File: src/rtl/tod_pkg.sv
package tod_pkg;
  localparam int unsigned CNT_W  = 32;
  localparam int unsigned ROLL_W = 8;
  localparam logic [CNT_W-1:0] DAY_TICKS_DEF = 32'h0018_00B0;

  // packed BCD byte to binary: ones nibble plus tens nibble * 10
  function automatic logic [7:0] bcd_to_bin(input logic [7:0] b);
    return 8'(b[3:0]) + 8'(b[7:4]) * 8'd10;
  endfunction

  // ticks elapsed since midnight for a BCD time of day
  function automatic logic [CNT_W-1:0] tod_to_ticks(input logic [7:0] h_bcd,
                                                    input logic [7:0] m_bcd,
                                                    input logic [7:0] s_bcd);
    logic [63:0] hs, ms, ss;
    ss = (64'(bcd_to_bin(s_bcd)) * 64'd18206507) / 64'd1000000;
    ms = (64'(bcd_to_bin(m_bcd)) * 64'd10923904) / 64'd10000;
    hs = (64'(bcd_to_bin(h_bcd)) * 64'd65543427) / 64'd1000;
    return CNT_W'(ss + ms + hs);
  endfunction
endpackage

File: src/rtl/tod_preset_calc.sv
module tod_preset_calc
  import tod_pkg::*;
(
  input  logic [7:0]       bcd_hour,
  input  logic [7:0]       bcd_min,
  input  logic [7:0]       bcd_sec,
  output logic [CNT_W-1:0] preset_val
);
  always_comb preset_val = tod_to_ticks(bcd_hour, bcd_min, bcd_sec);
endmodule

File: src/rtl/tod_count_core.sv
module tod_count_core
  import tod_pkg::*;
#(
  parameter logic [CNT_W-1:0] DAY_TICKS = DAY_TICKS_DEF
) (
  input  logic              clk,
  input  logic              rst_n,
  input  logic              tick_in,
  input  logic              ld_en,
  input  logic [CNT_W-1:0]  ld_val,
  input  logic              rd_clr,
  output logic [CNT_W-1:0]  cnt_q,
  output logic [ROLL_W-1:0] roll_q,
  output logic              tick_step,
  output logic              wrap_ev,
  output logic              tick_out
);
  localparam logic [ROLL_W-1:0] ROLL_MAX = '1;

  logic [CNT_W:0]      cnt_inc;
  logic [ROLL_W-1:0]   roll_base;

  always_comb begin
    tick_step = tick_in & ~ld_en;
    cnt_inc   = {1'b0, cnt_q} + {{CNT_W{1'b0}}, 1'b1};
    wrap_ev   = tick_step & (cnt_inc >= {1'b0, DAY_TICKS});
    roll_base = rd_clr ? '0 : roll_q;
  end

  always_ff @(posedge clk) begin
    if (!rst_n) begin
      cnt_q    <= '0;
      roll_q   <= '0;
      tick_out <= 1'b0;
    end else begin
      tick_out <= tick_step;
      if (ld_en) begin
        cnt_q  <= ld_val;
        roll_q <= '0;
      end else begin
        if (wrap_ev) begin
          cnt_q  <= '0;
          roll_q <= (roll_base == ROLL_MAX) ? ROLL_MAX : roll_base + 1'b1;
        end else begin
          if (tick_step) cnt_q <= cnt_inc[CNT_W-1:0];
          roll_q <= roll_base;
        end
      end
    end
  end

  AST_STEP_ONE: assert property (@(posedge clk) disable iff (!rst_n)
    (tick_step && !wrap_ev) |=> (cnt_q == $past(cnt_q) + 1'b1));
  AST_WRAP_ZERO: assert property (@(posedge clk) disable iff (!rst_n)
    wrap_ev |=> (cnt_q == '0 && roll_q != '0));
  AST_ROLL_SAT: assert property (@(posedge clk) disable iff (!rst_n)
    (roll_q == ROLL_MAX && !rd_clr && !ld_en) |=> (roll_q == ROLL_MAX));
  AST_READ_CLEAR: assert property (@(posedge clk) disable iff (!rst_n)
    (rd_clr && !wrap_ev) |=> (roll_q == '0));
  AST_LOAD_TAKES: assert property (@(posedge clk) disable iff (!rst_n)
    ld_en |=> (cnt_q == $past(ld_val) && roll_q == '0));
  AST_LOAD_BLOCKS_TICK: assert property (@(posedge clk) disable iff (!rst_n)
    ld_en |=> !tick_out);
  AST_TICK_STROBE: assert property (@(posedge clk) disable iff (!rst_n)
    (tick_in && !ld_en) |=> tick_out);
endmodule

File: src/rtl/tod_read_port.sv
module tod_read_port
  import tod_pkg::*;
(
  input  logic              clk,
  input  logic              rst_n,
  input  logic              rd_req,
  input  logic [CNT_W-1:0]  cnt_q,
  input  logic [ROLL_W-1:0] roll_q,
  output logic [CNT_W-1:0]  rd_cnt,
  output logic [ROLL_W-1:0] rd_roll,
  output logic              rd_valid
);
  always_ff @(posedge clk) begin
    if (!rst_n) begin
      rd_cnt   <= '0;
      rd_roll  <= '0;
      rd_valid <= 1'b0;
    end else begin
      rd_valid <= rd_req;
      if (rd_req) begin
        rd_cnt  <= cnt_q;
        rd_roll <= roll_q;
      end
    end
  end

  AST_READ_SNAPSHOT: assert property (@(posedge clk) disable iff (!rst_n)
    rd_req |=> (rd_valid && rd_cnt == $past(cnt_q) && rd_roll == $past(roll_q)));
endmodule

File: src/rtl/tod_tick_counter.sv
module tod_tick_counter
  import tod_pkg::*;
#(
  parameter logic [CNT_W-1:0] DAY_TICKS = DAY_TICKS_DEF
) (
  input  logic        clk,
  input  logic        rst_n,
  input  logic        tick_in,
  input  logic        rd_req,
  input  logic        ld_req,
  input  logic [15:0] ld_hi,
  input  logic [15:0] ld_lo,
  input  logic        preset_req,
  input  logic [7:0]  bcd_hour,
  input  logic [7:0]  bcd_min,
  input  logic [7:0]  bcd_sec,
  output logic [15:0] rd_hi,
  output logic [15:0] rd_lo,
  output logic [7:0]  rd_roll,
  output logic        rd_valid,
  output logic        tick_out
);
  localparam int unsigned HALF_W = CNT_W / 2;

  logic [CNT_W-1:0]  preset_val, ld_val, cnt_q, rd_cnt;
  logic [ROLL_W-1:0] roll_q;
  logic              ld_en, tick_step, wrap_ev;

  // explicit load outranks preset
  always_comb begin
    ld_en  = ld_req | preset_req;
    ld_val = ld_req ? {ld_hi, ld_lo} : preset_val;
  end

  tod_preset_calc u_preset (
    .bcd_hour(bcd_hour), .bcd_min(bcd_min), .bcd_sec(bcd_sec),
    .preset_val(preset_val)
  );

  tod_count_core #(.DAY_TICKS(DAY_TICKS)) u_core (
    .clk(clk), .rst_n(rst_n), .tick_in(tick_in), .ld_en(ld_en),
    .ld_val(ld_val), .rd_clr(rd_req), .cnt_q(cnt_q), .roll_q(roll_q),
    .tick_step(tick_step), .wrap_ev(wrap_ev), .tick_out(tick_out)
  );

  tod_read_port u_rd (
    .clk(clk), .rst_n(rst_n), .rd_req(rd_req), .cnt_q(cnt_q),
    .roll_q(roll_q), .rd_cnt(rd_cnt), .rd_roll(rd_roll), .rd_valid(rd_valid)
  );

  always_comb begin
    rd_hi = rd_cnt[CNT_W-1:HALF_W];
    rd_lo = rd_cnt[HALF_W-1:0];
  end

  AST_PRESET_LOADS: assert property (@(posedge clk) disable iff (!rst_n)
    (preset_req && !ld_req) |=> (cnt_q == $past(tod_to_ticks(bcd_hour, bcd_min, bcd_sec))));
  AST_NO_DOUBLE_STROBE: assert property (@(posedge clk) disable iff (!rst_n)
    (tick_out && !tick_step) |=> !tick_out);
endmodule

File: config.mk
export PLATFORM = sky130hd
export DESIGN_NAME = tod_tick_counter
export DESIGN_NICKNAME = d
export VERILOG_FILES = /design/src/rtl/tod_pkg.sv /design/src/rtl/tod_preset_calc.sv /design/src/rtl/tod_count_core.sv /design/src/rtl/tod_read_port.sv /design/src/rtl/tod_tick_counter.sv
export SDC_FILE = /design/constraint.sdc
export NUM_CORES = 1
export LEC_CHECK = 0
export ABC_CLOCK_PERIOD_IN_PS = 37400
export BUFFER_PORTS_ARGS = -buffer_cell sky130_fd_sc_hd__buf_2
export CORE_UTILIZATION = 50
export DETAILED_ROUTE_END_ITERATION = 10
export HOLD_SLACK_MARGIN = 0.02
export MAX_ROUTING_LAYER = met4
export PLACE_DENSITY = 0.66
export SLEW_MARGIN = 20
export SYNTH_ARGS = -nofsm -noshare
export SYNTH_HDL_FRONTEND = slang
export SYNTH_SLANG_ARGS = --single-unit
File: constraint.sdc
create_clock -name clk -period 37.4 [get_ports clk]
set_input_delay 1.87 -clock clk [delete_from_list [all_inputs] [get_ports clk]]
set_output_delay 1.87 -clock clk [all_outputs]
set_load 0.02 [all_outputs]
==> results.md <==
* FP Rows at 104
* Worst-path clk slew at 60 ps
* Worst Tran Pin Value at 1080 ps
* Slew Limit Fails at 0
* Class of the worst hold path: reg -> reg
* Crit Path Class: in -> reg
* Synth cell types at 134
* Syn Inst Count at 5,782
* Startpoint types: input pin
* EDFF count, synth at 0
* Mux share of post-synthesis cell area at 0.0457
* Largest family of logic cells by synthesized area: compound AO/OA/AOI/OAI gates
* Xor and xnor area share after synthesis at 0.105
* Max cap viols at 0
* Final critical-path required period at 35,480 ps
* Synth Net Count at 6,252
* Fillcell total at 8,008
* Worst reg2reg path depth at 20
* CP top delay family: compound AO/OA/AOI/OAI gates
* Setup violators final at 0
* Yosys reg bits at 82
* First-pass GRT wire length at 216,000 microns
* Via Count at 45,500
* Starting Density at 0.505
* Detailed Place HPWL at 110,000 microns
* Top FF cell, synth: dfxtp_1
* Buffers & Inverters on Critical Path at 11
* Core box area at 80,500 sq um
* DR iter-0 viols at 4,429
* Total die area at 82,600 sq um
* Worst setup margin at 1920 ps
* Crit-path slowest cell: o32ai_1
* Area leader, netlist: ha_1
* Setup crit end kind: flop
* Hold Path Depth at 2
* Post-Syn Area per Cell at 7.04 sq um
* Initial antenna violation count at 2
* Synth Area in Compound Gates at 0.333
* # nets final at 6,294
* Mapped cell area at 40,700 sq um
* Clock Path Buffers at 2
* CP peak stage delay at 910 ps
* CTS tree: yes
* Overall Global Routing Usage at 0.318
* Worst hold slack at 490 ps
* Tcrit/Tclk final at 0.949
* Fmax at 0.0282 GHz
* Fin util at 0.538
* Root Buffer: clkbuf_16
* H-tree levels at 3
* Layout cells sized above 1 at 0.0940
* Wirelength per Cell at 19.5 microns
* Ports at 104
* Vias per cell at 6.61
* Worst Path Arrival at 35,690 ps
* YS warnings at 0
* Skew final at 8.77 ps
* Commonest cells after routing, fill and taps aside: 527 x nor2_1, 458 x nand2_1, 359 x a21oi_1
* Vias in the first global route at 41,200
* Area grow syn2layout at 6.42%
* Relative slew slack at 0.260
* Crit-path max FO at 17
* Critical Path RT at 37,600 ps
* Crit path depth at 120
* Pre-CTS WS at 314 ps
* Post-synthesis simple-gate area fraction at 0.266
* Chip height at 287 microns
* Gpl congestion at 1.03
* Synth Area in Adders at 0.155
* Worst-Skew Late Latency at 330 ps
* Status: complete, no violations
* Synth area leaders: ha_1 8.4%, xnor2_1 7.7%, fa_1 6.7%
* Port Buffers at 103
* Total congestion overflow at 0
* Drt drc at 0
* Commonest non-fill, non-tap cell in the layout: nor2_1
* Hold Buf Count CTS at 0
* Register area share after synthesis at 0.0403
* WL final at 134,000 microns
* Die X at 287 microns
* Asr flop ratio synth at 0
* Hold Violations, Final at 0
* Top-area cell type share of the netlist area at 0.0836
* Final ANT Viol Nets at 0
* TritonRoute pass-1 iters at 6
* # clock sinks at 82
* CTS buffer count at 9
* Largest net degree at the start of global routing at 52
stage by stage:
step / std cells / setup TNS (ps) / instance area, sq um
after CTS: 6872 / 0 / 42900
after floorplan: 5782 / 0 / 40700
final: 6893 / 0 / 43300
after detailed placement: 6856 / 0 / 42600
after global routing: 6891 / -946 / 43300
after global placement: 6856 / 0 / 42600
worst min-delay path, delay by kind of cell (launching register included):
family | cells | cell delay [ps]
muxes | 1 | 60
and+or+nand+nor | 1 | 70
DFF | 1 | 320
state kept, by name, summed over array words and instances, names as in the netlist:
| register | cells |
|---|---|
| u_rd.rd_cnt | 32 |
| u_rd.rd_valid | 1 |
| u_core.tick_out | 1 |
| u_core.roll_q | 8 |
| u_rd.rd_roll | 8 |
| u_core.cnt_q | 32 |
worst paths after layout:
path / from / to / slack [ps]
setup / recovery: bcd_min[5] / u_core.cnt_q[23]$_SDFFE_PN0P_ / 1920
hold / removal: u_rd.rd_roll[6]$_SDFFE_PN0P_ / u_rd.rd_roll[6]$_SDFFE_PN0P_ / 490
setup reg to reg: u_core.cnt_q[0]$_SDFFE_PN0P_ / u_core.cnt_q[8]$_SDFFE_PN0P_ / 32860
hold reg to reg: u_rd.rd_roll[6]$_SDFFE_PN0P_ / u_rd.rd_roll[6]$_SDFFE_PN0P_ / 490
Yosys cell counts (94+ instances only):
cell and count:
a211oi_1 94, a21oi_1 361, clkbuf_1 139, fa_1 136
ha_1 272, inv_1 350, mux2i_1 132, nand2_1 459
nand3_1 202, nor2_1 527, nor3_1 209, o211ai_1 94
o21ai_0 316, xnor2_1 356, xor2_1 128
cell families (layout without fill, tap and decap cells):
kind of cell	Yosys count	after routing
other	1	5
AO/OA/AOI/OAI	1904	1904
buffers and inverters	568	615
AND/OR/NAND/NOR	2135	2135
multiplexers	179	179
flip-flops	82	82
XOR/XNOR	486	486
adder cells (fa/ha/maj)	427	427
cell type report:
class                   instances  area [sq um]  share of cell area
clock buffers                  12           246             0.00569
repair buffers                227          1450              0.0334
inverters                     372          1400              0.0323
flip-flops and latches         82          1640              0.0379
well taps                    1060          1330              0.0306
clock inverters                 4          27.5            0.000635
multi-input cells            5132         37200               0.859
diodes                          4          10.0            0.000231
per-layer routing:
metal,GRT usage,share of wire,vias to the layer above,wire length (microns)
met5,-,0,-,0
met4,0.0753,0.024,0,3170
met2,0.510,0.45,1757,60900
met3,0.0241,0.063,213,8420
met1,0.431,0.46,21600,61800
li1,-,-,21900,-
what timing repair did:
action / in CTS / in global routing
resized for setup: 0 / 66
buffers inserted: 0 / 17
endpoints found under the setup margin: 0 / 18
hold endpoints to repair: 0 / 0
Power is left out: the tool's default activity adds up to more than one toggle a clock period on the data nets, which glitch-free logic cannot reach.
